==> src/rtl/burst_pkg.sv <==
// Package: shared types for the burst address sequencer.
// Assumes: order encoding 0 = linear, 1 = interleaved, matching the order_sel pin.
package burst_pkg;
    typedef enum logic {
        ORD_LINEAR     = 1'b0,
        ORD_INTERLEAVE = 1'b1
    } order_e;
endpackage

==> src/rtl/burst_step_ctr.sv <==
// Module: burst_step_ctr
// Holds the captured start address, the order and the step count of the current burst.
// Assumes: rst_n is synchronous and active low. A load takes priority over an advance.
// Advances are ignored until a start address has been loaded.
module burst_step_ctr
    import burst_pkg::*;
#(
    parameter int BURST_BITS = 2
) (
    input  logic                  clk,
    input  logic                  rst_n,
    input  logic                  clk_en,
    input  logic                  adv_ld,
    input  order_e                order_in,
    input  logic [BURST_BITS-1:0] start_in,
    output logic [BURST_BITS-1:0] start_q,
    output logic [BURST_BITS-1:0] step_q,
    output order_e                order_q,
    output logic                  valid_q
);
    logic do_load;
    logic do_adv;

    // Decode the qualified load and advance requests for this edge.
    always_comb begin
        do_load = clk_en && !adv_ld;
        do_adv  = clk_en && adv_ld && valid_q;
    end

    // Capture the burst context on load, step it on advance, clear it on reset.
    always_ff @(posedge clk) begin
        if (!rst_n) begin
            start_q <= '0;
            step_q  <= '0;
            order_q <= ORD_LINEAR;
            valid_q <= 1'b0;
        end else if (do_load) begin
            start_q <= start_in;
            step_q  <= '0;
            order_q <= order_in;
            valid_q <= 1'b1;
        end else if (do_adv) begin
            step_q  <= step_q + 1'b1;
        end
    end
endmodule

==> src/rtl/burst_order_map.sv <==
// Module: burst_order_map
// Maps the start address and the step count to the current address in the chosen order.
// Assumes: purely combinational. Both orders wrap within the aligned group of 2^BURST_BITS.
module burst_order_map
    import burst_pkg::*;
#(
    parameter int BURST_BITS = 2
) (
    input  logic [BURST_BITS-1:0] start,
    input  logic [BURST_BITS-1:0] step,
    input  order_e                order,
    output logic [BURST_BITS-1:0] addr
);
    logic [BURST_BITS-1:0] lin_addr;
    logic [BURST_BITS-1:0] ilv_addr;

    // Interleaved order: each address bit is the start bit flipped by the matching step bit.
    for (genvar b = 0; b < BURST_BITS; b++) begin : g_ilv_bit
        assign ilv_addr[b] = start[b] ^ step[b];
    end

    // Linear order: modular sum, the carry out of the group is dropped.
    always_comb begin
        lin_addr = start + step;
    end

    // Select the order captured at load time.
    always_comb begin
        addr = (order == ORD_INTERLEAVE) ? ilv_addr : lin_addr;
    end
endmodule

==> src/rtl/burst_seq.sv <==
// Module: burst_seq (top)
// Burst address sequencer: loads the low address bits and steps through
// 2^BURST_BITS addresses in linear or interleaved order.
// Assumes: order_sel is static in use, but only its value on a load edge matters.
module burst_seq
    import burst_pkg::*;
#(
    parameter int BURST_BITS = 2
) (
    input  logic                  clk,
    input  logic                  rst_n,
    input  logic                  clk_en,
    input  logic                  adv_ld,
    input  logic                  order_sel,
    input  logic [BURST_BITS-1:0] ld_addr,
    output logic [BURST_BITS-1:0] cur_addr,
    output logic                  burst_active
);
    logic [BURST_BITS-1:0] start_q;
    logic [BURST_BITS-1:0] step_q;
    order_e                order_q;
    order_e                order_in;

    // Convert the raw mode pin into the order type.
    always_comb begin
        order_in = order_e'(order_sel);
    end

    burst_step_ctr #(.BURST_BITS(BURST_BITS)) i_ctr (
        .clk      (clk),
        .rst_n    (rst_n),
        .clk_en   (clk_en),
        .adv_ld   (adv_ld),
        .order_in (order_in),
        .start_in (ld_addr),
        .start_q  (start_q),
        .step_q   (step_q),
        .order_q  (order_q),
        .valid_q  (burst_active)
    );

    burst_order_map #(.BURST_BITS(BURST_BITS)) i_map (
        .start (start_q),
        .step  (step_q),
        .order (order_q),
        .addr  (cur_addr)
    );
endmodule

==> config.mk <==
export PLATFORM = sky130hd
export DESIGN_NAME = burst_seq
export DESIGN_NICKNAME = d
export VERILOG_FILES = /design/src/rtl/burst_pkg.sv /design/src/rtl/burst_step_ctr.sv /design/src/rtl/burst_order_map.sv /design/src/rtl/burst_seq.sv
export SDC_FILE = /design/constraint.sdc
export NUM_CORES = 1
export LEC_CHECK = 0
export CAP_MARGIN = 0
export CELL_PAD_IN_SITES_DETAIL_PLACEMENT = 1
export CELL_PAD_IN_SITES_GLOBAL_PLACEMENT = 1
export CORE_AREA = 3 3 40 42
export DETAILED_ROUTE_END_ITERATION = 12
export DIE_AREA = 0 0 43 45
export PLACE_DENSITY = 0.62
export SETUP_SLACK_MARGIN = 0.02
export SLEW_MARGIN = 40
export SYNTH_ARGS = -nofsm -noshare
export SYNTH_HDL_FRONTEND = slang
export SYNTH_SLANG_ARGS = --single-unit
==> constraint.sdc <==
create_clock -name clk -period 1.06 [get_ports clk]
set_input_delay 0.212 -clock clk [delete_from_list [all_inputs] [get_ports clk]]
set_output_delay 0.212 -clock clk [all_outputs]
set_load 0.03 [all_outputs]
---- Word-level counts from Yosys, hierarchy flattened ----
Cells that the tools add are included.
word-level totals
  register bits after elaboration ......... 6
  bits in latches ......................... 0
  RAM bits ................................ 0
  bits in read-only memories .............. 0
  output and inout port bits .............. 3
  word-level logic and storage cells ...... 15
  memories ................................ 0
operators by class
  add/sub/neg operators ................... 2
  multipliers ............................. 0
  div/mod/pow operators ................... 0
  magnitude comparators ................... 0
  eq/ne operators ......................... 0
  shift-type cells ........................ 0
  multiplexer cells ....................... 1
  bitwise gates (word level) .............. 3
  reductions and logical operators ........ 5
operators with widths
  cell                   count
  $logic_and A1 B1 Y1    3
  $add A2 B1 Y2 const B  1
  $add A2 B2 Y2          1
  $mux W2                1
  $reduce_or A2 Y1       1
  $xor A1 B1 Y1          2
  $logic_not A1 Y1       1
  $not A1 Y1             1

---- Logic depth before layout (Yosys ltp) ----
  word-level depth ........................ 3
  depth in mapped cells ................... 3

---- Hierarchy ----
Synthesis repeated with hierarchy kept, for this count alone.
second synthesis, totals
  cell total of the unflattened synthesis .. 29
  area, all modules ....................... 290.3 um^2
by module, submodules not included
  module           times used  cells each  area each (um^2)  seq. area each (um^2)
  burst_step_ctr   1           25          254.0             120.1
  burst_order_map  1           4           36.3              0.0

---- Worst setup path before layout ----
No wires, ideal clock.
  kind .................................... register to output
  start point ............................. register i_ctr.step_q[0]
  end point ............................... output cur_addr[1]
  data arrival time ....................... 1.157 ns
  data required time ...................... 0.848 ns
  slack ................................... -0.309 ns
  stages on the path, launching flop included .. 4
  path through ............................ dfxtp_1 > ha_1 > nor2b_1 > xnor2_1
on the way
  longest elaborated chain between the ends .. 2
ends and longest elaborated chain
  element                 line                   source
  from (decl)             burst_step_ctr.sv:17   output logic [BURST_BITS-1:0] step_q,
  from (signal assigned)  burst_step_ctr.sv:43   step_q <= step_q + 1'b1;
  $add A2 B2 Y2           burst_order_map.sv:24  lin_addr = start + step;
  $mux W2                 burst_order_map.sv:29  addr = (order == ORD_INTERLEAVE) ? ilv_addr : lin_addr;
  to (decl)               burst_seq.sv:16        output logic [BURST_BITS-1:0] cur_addr,
Every way passes these cells.

---- Final worst setup path ----
  start point ............................. register i_ctr.start_q[0]
  end point ............................... output cur_addr[1]
on the way
  longest elaborated chain between the ends .. 2
ends and longest elaborated chain
  element                 line                   source
  from (decl)             burst_step_ctr.sv:16   output logic [BURST_BITS-1:0] start_q,
  from (signal assigned)  burst_step_ctr.sv:38   start_q <= start_in;
  $add A2 B2 Y2           burst_order_map.sv:24
  $mux W2                 burst_order_map.sv:29
Every way passes these cells.

==> flow_summary.yaml <==
clocking:
  cts_tree: "done"
  cts-root-buf: "clkbuf_4"
  path_clk_slew_ns: 0.05
  htreeDepth: 1
  max-clock-path-buffers: 2
  numCtsBuffers: 3
  insertion_delay_ns: 0.24
  cts_hold_buf: 0
  clkSinkCount: 6
routing:
  num_vias: 273
  drt_wl_total_um: 769
  wire_per_inst_um: 12.61
  drc_errors: 0
  antenna_left: 0
  drt-initial-drc-count: 3
  vias_per_cell: 4.475
  first_pass_iters: 3
yosys:
  yosys_warnings: 0
  synth_area_um2: 287.8
  synth_cell_types: 15
  synth-seq-cells: 6
  seq_area_frac_synth_pct: 41.74
  syn_area_per_cell_um2: 9.923
  synthCells: 29
  syn_nets: 37
layout:
  fill_cells: 152
  n_antenna_cell: 0
  final_common_cell: "buf_4"
  final_cells: 61
  final_layout_size_suffix_gt1_share_pct: 41.30
  syn2layout_area_growth_pct: 73.91
  nNetsFinal: 56
  layout_common_cells: "buf_4, nor2b_1, clkdlybuf4s50_1"
  final_area_um2: 500.5
power_and_ir_drop:
  p_leak_nw: 0.2041
  totalPowerFinal_mw: 0.5725
  p_per_area_nw_per_um2: 1144
  max-vdd-ir-drop_v: 0.0003903
worst_setup_path:
  critPathKind: "flop to output port"
  r2r_end: "i_ctr.step_q[1]$_SDFFE_PP0P_"
  cp.arrival_ns: 1.16
  startpoint_type: "flop"
  critPathLaunch: "i_ctr.start_q[0]$_SDFFE_PN0P_"
  path_max_fanout: 2
  crit_end: "cur_addr[1]"
  critPathRequiredTime_ns: 0.85
  r2r-start: "i_ctr.step_q[1]$_SDFFE_PP0P_"
  cp-end-kind: "output port"
  r2r_slack_ns: 0.07
  r2r_cells: 3
timing:
  rsz0062_at_grt: "true"
  fmax_ghz: 0.7311
  worst-slew-pin-transition_ns: 0.2166
  fin_crit_sh_pct: 129.0
  hold_violations: 0
  layout_setup_ws_ns: -0.3078
  slew_violations: 0
  maxSlewHeadroom_pct: 85.56
  period_needed_ns: 1.368
  setup_viol: 2
  finClkSkew_ns: 0.00005371
placement:
  placedCellCount: 57
  postPlaceCellArea_um2: 450.4
  gp_congestion: 0.6908
  preCtsSetupSlack_ns: -0.3463
  port_buffers: 9
global_routing:
  grt_usage_pct: 9.318
  overflow: 0
  grt_pass1_vias: 308
  antenna_found_initial: 0
  grt_pass1_wl_um: 1290
  grt_max_degree: 7
min_path:
  hold_class: "input pin to flop"
die:
  dieArea_um2: 1935
  rows: 13
  die_w_um: 43
  start_util_pct: 22.40
  die_height_um: 45
  pin_count: 10
  core-area_um2: 1285
status:
  violations: "setup timing"
  status: "finished, violations left"
flow_run:
  drv.max_cap_violation_count: 0
==> where the power goes <==
group / switching, mW / total, mW / internal, mW
Combinational: 0.0469 / 0.111 / 0.0637
Sequential: 0.0118 / 0.249 / 0.237
Clock: 0.0845 / 0.213 / 0.128
Total: 0.143 / 0.572 / 0.429
==> worst min-delay path by stage <==
stage / from / to / slack [ns] / cells past startpoint
2_1_floorplan: rst_n / i_ctr.valid_q$_SDFFE_PN0P_ / 0.33 / 1
3_3_place_gp: i_ctr.valid_q$_SDFFE_PN0P_ / i_ctr.valid_q$_SDFFE_PN0P_ / 0.51 / 1
3_5_place_dp: i_ctr.valid_q$_SDFFE_PN0P_ / i_ctr.valid_q$_SDFFE_PN0P_ / 0.54 / 1
4_1_cts: clk_en / i_ctr.step_q[0]$_SDFFE_PP0P_ / 0.49 / 3
5_1_grt: clk_en / i_ctr.step_q[0]$_SDFFE_PP0P_ / 0.54 / 3
6_report: clk_en / i_ctr.step_q[0]$_SDFFE_PP0P_ / 0.49 / 3
==> per-stage QoR <==
stage | util [%] | hold slack (ns) | TNS, ns
global placement | 35.05 | 0.5148 | -1.452
CTS | 38.66 | 0.4918 | -0.4477
global route | 38.95 | 0.5438 | -0.5089
detailed placement | 35.05 | 0.5432 | -1.810
floorplan | - | 0.3296 | -0.02154
finish | 38.95 | 0.4939 | -0.4104
==> what timing repair did <==
item / in CTS / in global routing
gates resized for setup: 6 / 1
setup endpoints to repair: 6 / 3
setup buffers: 1 / 0
pin swaps: 1 / 0
==> registers in the layout, summed over array words and instances (netlist names) <==
signal / flops
i_ctr.start_q: 2
i_ctr.step_q: 2
i_ctr.order_q: 1
i_ctr.valid_q: 1
==> logic make-up (layout without fill, tap and decap cells) <==
kind of cell | Yosys count | count (layout) | share of synthesized area [%]
flip-flops | 6 | 6 | 41.74
AO/OA/AOI/OAI | 5 | 5 | 11.30
adder cells (fa/ha/maj) | 1 | 1 | 4.347
XOR/XNOR | 2 | 2 | 6.088
multiplexers | 3 | 3 | 10.44
buffers and inverters | 0 | 17 | 0
AND/OR/NAND/NOR | 12 | 12 | 26.09
==> cells in the mapped netlist <==
cell     instances  area (um^2)
xnor2_1          2        17.52
o21a_1           1        7.510
nor2b_4          1        13.76
nor2_1           2        7.510
o31a_1           1        8.760
ha_1             1        12.51
o21ai_0          1        5.000
and2b_2          1        8.760
a21oi_1          1        5.000
mux2i_1          3        30.03
dfxtp_1          6        120.1
a31oi_1          1        6.260
nand4_1          1        6.260
nor2b_1          5        31.28
nand2_1          2        7.510
==> layer usage <==
layer  vias to the layer above  GRT usage, %  wire length (um)
met5                         -             0                 0
met4                         0         5.422                14
met3                         2         3.586                32
met2                         7         15.87               401
met1                       128         9.856               321
li1                        136             -                 -
==> critical path, stage by stage, from the launching register on <==
cell and delay (ns):
dfxtp_2 0.35, ha_4 0.13, nor2b_4 0.17, xnor2_4 0.12, buf_6 0.14
==> cell type report <==
class / count / area [um^2] / area share [%]
Clock buffer: 3 / 22.52 / 4.500
Multi-Input combinational cell: 23 / 206.4 / 41.25
Timing Repair Buffer: 14 / 128.9 / 25.75
Tap cell: 15 / 18.77 / 3.750
Sequential cell: 6 / 123.9 / 24.75
(Power assumes the default switching activity.)
